## config.mk

```make
export PLATFORM = sky130hd
export DESIGN_NAME = oc_alarm_throttler
export DESIGN_NICKNAME = d
export VERILOG_FILES = /design/src/rtl/oc_throt_pkg.sv /design/src/rtl/oc_alarm_sync.sv /design/src/rtl/oc_event_counter.sv /design/src/rtl/oc_hold_timer.sv /design/src/rtl/oc_alarm_throttler.sv
export SDC_FILE = /design/constraint.sdc
export NUM_CORES = 1
export LEC_CHECK = 0
export CAP_MARGIN = 20
export CORE_AREA = 2 2 118 86
export CTS_BUF_LIST = sky130_fd_sc_hd__clkbuf_4
export CTS_CLUSTER_SIZE = 10
export DETAILED_ROUTE_END_ITERATION = 8
export DIE_AREA = 0 0 120 88
export PLACE_DENSITY = 0.66
export SLEW_MARGIN = 20
export SYNTH_ARGS = -nofsm -noshare
export SYNTH_HDL_FRONTEND = slang
export SYNTH_SLANG_ARGS = --single-unit
```

## constraint.sdc

```tcl
create_clock -name clk -period 7 [get_ports clk]
set_input_delay 1.4 -clock clk [delete_from_list [all_inputs] [get_ports clk]]
set_output_delay 1.4 -clock clk [all_outputs]
set_load 0.05 [all_outputs]
```

## src/rtl/oc_throt_pkg.sv

```systemverilog
package oc_throt_pkg;
   parameter int unsigned DEF_CNT_W  = 8;
   parameter int unsigned DEF_FILT_W = 16;
   parameter int unsigned DEF_HOLD_W = 12;
   parameter int unsigned DEF_PRE_W  = 8;
   parameter int unsigned DEF_SYNC   = 2;
endpackage

```

## src/rtl/oc_alarm_sync.sv

```systemverilog
module oc_alarm_sync #(
   parameter int unsigned STAGES = oc_throt_pkg::DEF_SYNC
) (
   input  logic clk,
   input  logic rst_n,
   input  logic pin,
   input  logic active_low,
   output logic act,
   output logic rise
);
   logic [STAGES-1:0] chain;
   logic              act_q;

   generate
      if (STAGES < 2) begin : g_bad
         $error("oc_alarm_sync: STAGES must be at least 2");
      end
   endgenerate

   always_ff @(posedge clk or negedge rst_n) begin
      if (!rst_n) begin
         chain <= '0;
         act_q <= 1'b0;
      end else begin
         chain <= {chain[STAGES-2:0], pin ^ active_low};
         act_q <= chain[STAGES-1];
      end
   end

   assign act  = chain[STAGES-1];
   assign rise = act & ~act_q;

   a_r2_single_cycle_event: assert property (@(posedge clk) disable iff (!rst_n)
      rise |=> !rise);
endmodule

```

## src/rtl/oc_event_counter.sv

```systemverilog
module oc_event_counter #(
   parameter int unsigned CNT_W  = oc_throt_pkg::DEF_CNT_W,
   parameter int unsigned FILT_W = oc_throt_pkg::DEF_FILT_W
) (
   input  logic              clk,
   input  logic              rst_n,
   input  logic              rise,
   input  logic              irq_en,
   input  logic [CNT_W-1:0]  threshold,
   input  logic [FILT_W-1:0] filter_clks,
   input  logic              irq_clear,
   output logic              irq,
   output logic [CNT_W-1:0]  count
);
   localparam logic [CNT_W-1:0] CNT_MAX = {CNT_W{1'b1}};

   logic [FILT_W-1:0] quiet;
   logic [CNT_W:0]    cnt_inc;
   logic              irq_set;
   logic              filt_on;
   logic              filt_hit;

   generate
      if (CNT_W < 1 || FILT_W < 1) begin : g_bad
         $error("oc_event_counter: widths must be positive");
      end
   endgenerate

   assign cnt_inc  = {1'b0, count} + (CNT_W+1)'(1);
   assign irq_set  = rise && irq_en && (cnt_inc >= {1'b0, threshold});
   assign filt_on  = (filter_clks != '0);
   assign filt_hit = !rise && filt_on && (quiet == filter_clks - FILT_W'(1));

   always_ff @(posedge clk or negedge rst_n) begin
      if (!rst_n) begin
         quiet <= '0;
      end else if (rise || !filt_on || filt_hit) begin
         quiet <= '0;
      end else begin
         quiet <= quiet + FILT_W'(1);
      end
   end

   always_ff @(posedge clk or negedge rst_n) begin
      if (!rst_n) begin
         count <= '0;
      end else if (irq_set) begin
         count <= '0;
      end else if (rise) begin
         if (count != CNT_MAX) count <= count + CNT_W'(1);
      end else if (filt_hit) begin
         count <= '0;
      end
   end

   always_ff @(posedge clk or negedge rst_n) begin
      if (!rst_n)         irq <= 1'b0;
      else if (irq_set)   irq <= 1'b1;
      else if (irq_clear) irq <= 1'b0;
   end

   a_r6_irq_sticky: assert property (@(posedge clk) disable iff (!rst_n)
      (irq && !irq_clear) |=> irq);
   a_r6_irq_clears: assert property (@(posedge clk) disable iff (!rst_n)
      (irq_clear && !rise) |=> !irq);
   a_r5_no_irq_disabled: assert property (@(posedge clk) disable iff (!rst_n)
      (!irq && !irq_en) |=> !irq);
   a_r7_quiet_no_growth: assert property (@(posedge clk) disable iff (!rst_n)
      !rise |=> (count <= $past(count)));
endmodule

```

## src/rtl/oc_hold_timer.sv

```systemverilog
module oc_hold_timer #(
   parameter int unsigned HOLD_W = oc_throt_pkg::DEF_HOLD_W,
   parameter int unsigned PRE_W  = oc_throt_pkg::DEF_PRE_W
) (
   input  logic              clk,
   input  logic              rst_n,
   input  logic              act,
   input  logic [HOLD_W-1:0] hold_us,
   input  logic [PRE_W-1:0]  clk_per_us,
   output logic              throttle_req
);
   logic [HOLD_W-1:0] remain;
   logic [PRE_W-1:0]  pre;
   logic              us_tick;

   generate
      if (HOLD_W < 1 || PRE_W < 1) begin : g_bad
         $error("oc_hold_timer: widths must be positive");
      end
   endgenerate

   assign us_tick = (clk_per_us <= PRE_W'(1)) || (pre == clk_per_us - PRE_W'(1));

   always_ff @(posedge clk or negedge rst_n) begin
      if (!rst_n) begin
         remain <= '0;
         pre    <= '0;
      end else if (act) begin
         remain <= hold_us;
         pre    <= '0;
      end else if (remain != '0) begin
         if (us_tick) begin
            pre    <= '0;
            remain <= remain - HOLD_W'(1);
         end else begin
            pre <= pre + PRE_W'(1);
         end
      end
   end

   assign throttle_req = act | (remain != '0);

   a_r10_no_hold_release: assert property (@(posedge clk) disable iff (!rst_n)
      ($fell(act) && ($past(hold_us) == '0)) |-> !throttle_req);
   a_r9_hold_engaged: assert property (@(posedge clk) disable iff (!rst_n)
      ($fell(act) && ($past(hold_us) != '0)) |-> throttle_req);
endmodule

```

## src/rtl/oc_alarm_throttler.sv

```systemverilog
module oc_alarm_throttler #(
   parameter int unsigned CNT_W  = oc_throt_pkg::DEF_CNT_W,
   parameter int unsigned FILT_W = oc_throt_pkg::DEF_FILT_W,
   parameter int unsigned HOLD_W = oc_throt_pkg::DEF_HOLD_W,
   parameter int unsigned PRE_W  = oc_throt_pkg::DEF_PRE_W,
   parameter int unsigned SYNC   = oc_throt_pkg::DEF_SYNC
) (
   input  logic              clk,
   input  logic              rst_n,
   input  logic              alarm_pin,
   input  logic              cfg_active_low,
   input  logic              cfg_irq_en,
   input  logic [CNT_W-1:0]  cfg_threshold,
   input  logic [FILT_W-1:0] cfg_filter_clks,
   input  logic [HOLD_W-1:0] cfg_hold_us,
   input  logic [PRE_W-1:0]  cfg_clk_per_us,
   input  logic              irq_clear,
   output logic              irq,
   output logic              throttle_req,
   output logic [CNT_W-1:0]  event_count
);
   logic act;
   logic rise;

   oc_alarm_sync #(.STAGES(SYNC)) u_sync (
      .clk(clk), .rst_n(rst_n), .pin(alarm_pin), .active_low(cfg_active_low),
      .act(act), .rise(rise)
   );

   oc_event_counter #(.CNT_W(CNT_W), .FILT_W(FILT_W)) u_cnt (
      .clk(clk), .rst_n(rst_n), .rise(rise), .irq_en(cfg_irq_en),
      .threshold(cfg_threshold), .filter_clks(cfg_filter_clks),
      .irq_clear(irq_clear), .irq(irq), .count(event_count)
   );

   oc_hold_timer #(.HOLD_W(HOLD_W), .PRE_W(PRE_W)) u_hold (
      .clk(clk), .rst_n(rst_n), .act(act), .hold_us(cfg_hold_us),
      .clk_per_us(cfg_clk_per_us), .throttle_req(throttle_req)
   );

   a_r3_irq_empties_count: assert property (@(posedge clk) disable iff (!rst_n)
      $rose(irq) |-> (event_count == '0));
endmodule

```

==> results.yml <==
worst_setup_path:
  start_kind: "register"
  critical_path.endpoint_type: "primary output"
  r2r_slack_ns: 4.46
  crit_arrival_ns: 3.08
  crit_type: "register to primary output"
  critPathRequiredTime_ns: 5.60
  cp_max_fo: 21
layout:
  final_cell_mix: "clkdlybuf4s50_1 (58), dfrtp_1 (48), nor2_1 (44), nand2_1 (33), xnor2_1 (30)"
  layout_commonest_cell: "clkdlybuf4s50_1"
  drive_above_1_share_pct: 7.92
  final_nets: 545
  final.fill_count: 932
  area_delta_synth_final_pct: 21.3
  antennaDiodeCount: 0
pwr:
  finalPower_mw: 0.901
  power_leakage_nw: 1.88
  p_int_mw: 0.550
  swShare_pct: 39.0
  pwr-share-clk_pct: 18.9
  p_sw_mw: 0.351
  seqPwrFrac_pct: 42.7
  p_comb_share_pct: 38.4
  ir_worst_vdd_uv: 105
  pwr_density_cell_nw_per_um2: 202
clocking:
  cts_root_buf: "clkbuf_4"
  cts.sinks: 48
  cts_max_path_buffers: 2
  post_cts_buffers: 0
  cts_max_level: 2
  cts_made_buffers: 5
  ctsHoldBuffers: 0
  clock_latency_ns: 0.37
  cts-resized-gates: 0
  cts_tree: "yes"
  worst_setup_hold_path_clk_slew_ns: 0.14
sta:
  fin_crit_sh_pct: 64.0
  setup_viol: 0
  fin_hold_ws_ns: 0.367
  relSlewSlack_pct: 54.3
  tightest_slew_ns: 0.680
  fin_skew_ns: 0.0128
  max_freq_mhz: 223
  hold_violations: 0
  rsz0062_at_grt: "no"
  finalSetupTns_ns: 0
  final_max_slew_viol_count: 0
  period_minus_slack_ns: 4.48
die:
  ioPinCount: 60
  die_w_um: 120
  num_rows: 30
  die_h_um: 88
  fp.dieArea_um2: 10600
  coreArea_um2: 9420
  initial_utilization_pct: 39.0
routing:
  wire_per_inst_um: 13.9
  drc: 0
  first_pass_iters: 5
  drt_iter0_markers: 141
  via_per_inst: 5.23
  vias: 3181
  drtAntennaViolNets: 0
  wl_mm: 8.46
yosys:
  netlist_area_um2: 3670
  syn-num-nets: 492
  postSynthAreaPerCell_um2: 8.61
  synth_seq_cells: 48
  syn_inst: 426
  async_flop_share_pct: 100
  yosysSeqAreaShare_pct: 32.7
  yosys.cell_types.count: 68
  yosys_warnings: 0
  synth_edf_count: 0
  synthFlopType: "dfrtp_1"
global_routing:
  antenna_found_initial: 0
  grt.overflow.total: 0
  grt_max_degree: 36
  grt_pass1_wl_mm: 14.5
  first_global_vias: 3014
  grt.total_usage_pct: 16.8
place:
  hpwl_mm: 6.43
  place.gp.congestion: 0.832
  portBuffers: 59
job:
  cap_viol_max_count: 0
outcome:
  status: "complete, no violations"
min_path:
  hold_path.class: "register to register"
[metrics by stage]
step | cell area, um^2 | setup slack [ns] | instances | util [%]
2_1_floorplan | 3670 | 3.44 | 426 | -
3_3_place_gp | 4350 | 2.57 | 599 | 46.2
3_5_place_dp | 4370 | 2.49 | 600 | 46.4
4_1_cts | 4450 | 2.50 | 608 | 47.3
5_1_grt | 4450 | 2.32 | 608 | 47.3
6_report | 4450 | 2.52 | 608 | 47.3
[registers in the layout (all words and copies together) (netlist names)]
signal	flops
u_cnt.count	8
u_cnt.irq	1
u_cnt.quiet	16
u_hold.pre	8
u_hold.remain	12
u_sync.act_q	1
u_sync.chain	2
[final cells by class]
class                           instances  area (um^2)  area share, %
Tap cell                              128          160           3.60
Clock buffer                            5         37.5          0.843
Sequential cell                        48         1200           27.0
Inverter                               21         78.8           1.77
Timing Repair Buffer                   63          628           14.1
Clock inverter                          3         42.5          0.955
Multi-Input combinational cell        340         2300           51.8
[kinds of logic (layout without fill, tap and decap cells)]
| family | Yosys count | after routing | share of synthesized area, % |
|---|---|---|---|
| AOI/OAI and AO/OA | 83 | 83 | 16.3 |
| xor gates and xnor gates | 52 | 52 | 12.4 |
| adders and majority gates | 16 | 16 | 5.46 |
| buffers and inverters | 38 | 92 | 4.60 |
| DFF | 48 | 48 | 32.7 |
| muxes | 5 | 5 | 1.43 |
| and+or+nand+nor | 184 | 184 | 27.1 |
[routing by layer]
metal	wire, um	global-route usage, %	vias to the layer above
met1	4370	24.8	1501
li1	-	-	1612
met5	0	0	-
met3	375	3.13	6
met2	3670	26.1	62
met4	51	2.89	0
[final timing paths]
kind,from,cells past startpoint,end
max,u_hold.remain[0],9,throttle_req
min,u_sync.chain[0],0,u_sync.chain[1]
max reg2reg,u_cnt.count[2],10,u_cnt.count[2]
min reg2reg,u_sync.chain[0],0,u_sync.chain[1]
max in group asynchronous,rst_n,2,u_cnt.quiet[2]
min in group asynchronous,rst_n,1,u_hold.remain[6]
[worst max-delay path: stages (launching register included)]
cell and delay [ns]:
dfrtp_1 0.44, inv_1 0.07, ha_1 0.20, or4b_1 0.51, nor2_1 0.22, nand2_1 0.13, nor3_2 0.11, buf_4 0.26
inv_2 0.06, clkdlybuf4s50_1 0.70
[Yosys cell counts, drive strengths merged (7+ instances only)]
| library cell | number | area (um^2) |
|---|---|---|
| nor2b | 7 | 43.8 |
| a21oi | 11 | 58.8 |
| buf | 8 | 55.1 |
| clkbuf | 9 | 35.0 |
| xnor2 | 30 | 263 |
| o21ai | 24 | 131 |
| nor3 | 14 | 81.3 |
| nand3 | 23 | 115 |
| xor2 | 22 | 193 |
| nand2b | 11 | 68.8 |
| nand2 | 35 | 136 |
| nor2 | 54 | 228 |
| inv | 21 | 78.8 |
| ha | 16 | 200 |
| dfrtp | 48 | 1200 |
| a21o | 7 | 52.6 |
[power by group through the flow]
stage / Combinational (mW) / Clock, mW / Sequential (mW)
finish: 0.346 / 0.170 / 0.385
global route: 0.391 / 0.188 / 0.395
CTS: 0.350 / 0.177 / 0.384
detailed placement: 0.348 / 0 / 0.389
global placement: 0.337 / 0 / 0.388
floorplan: 0.201 / 0 / 0.417
No activity file was read; power rests on OpenSTA's default activity.
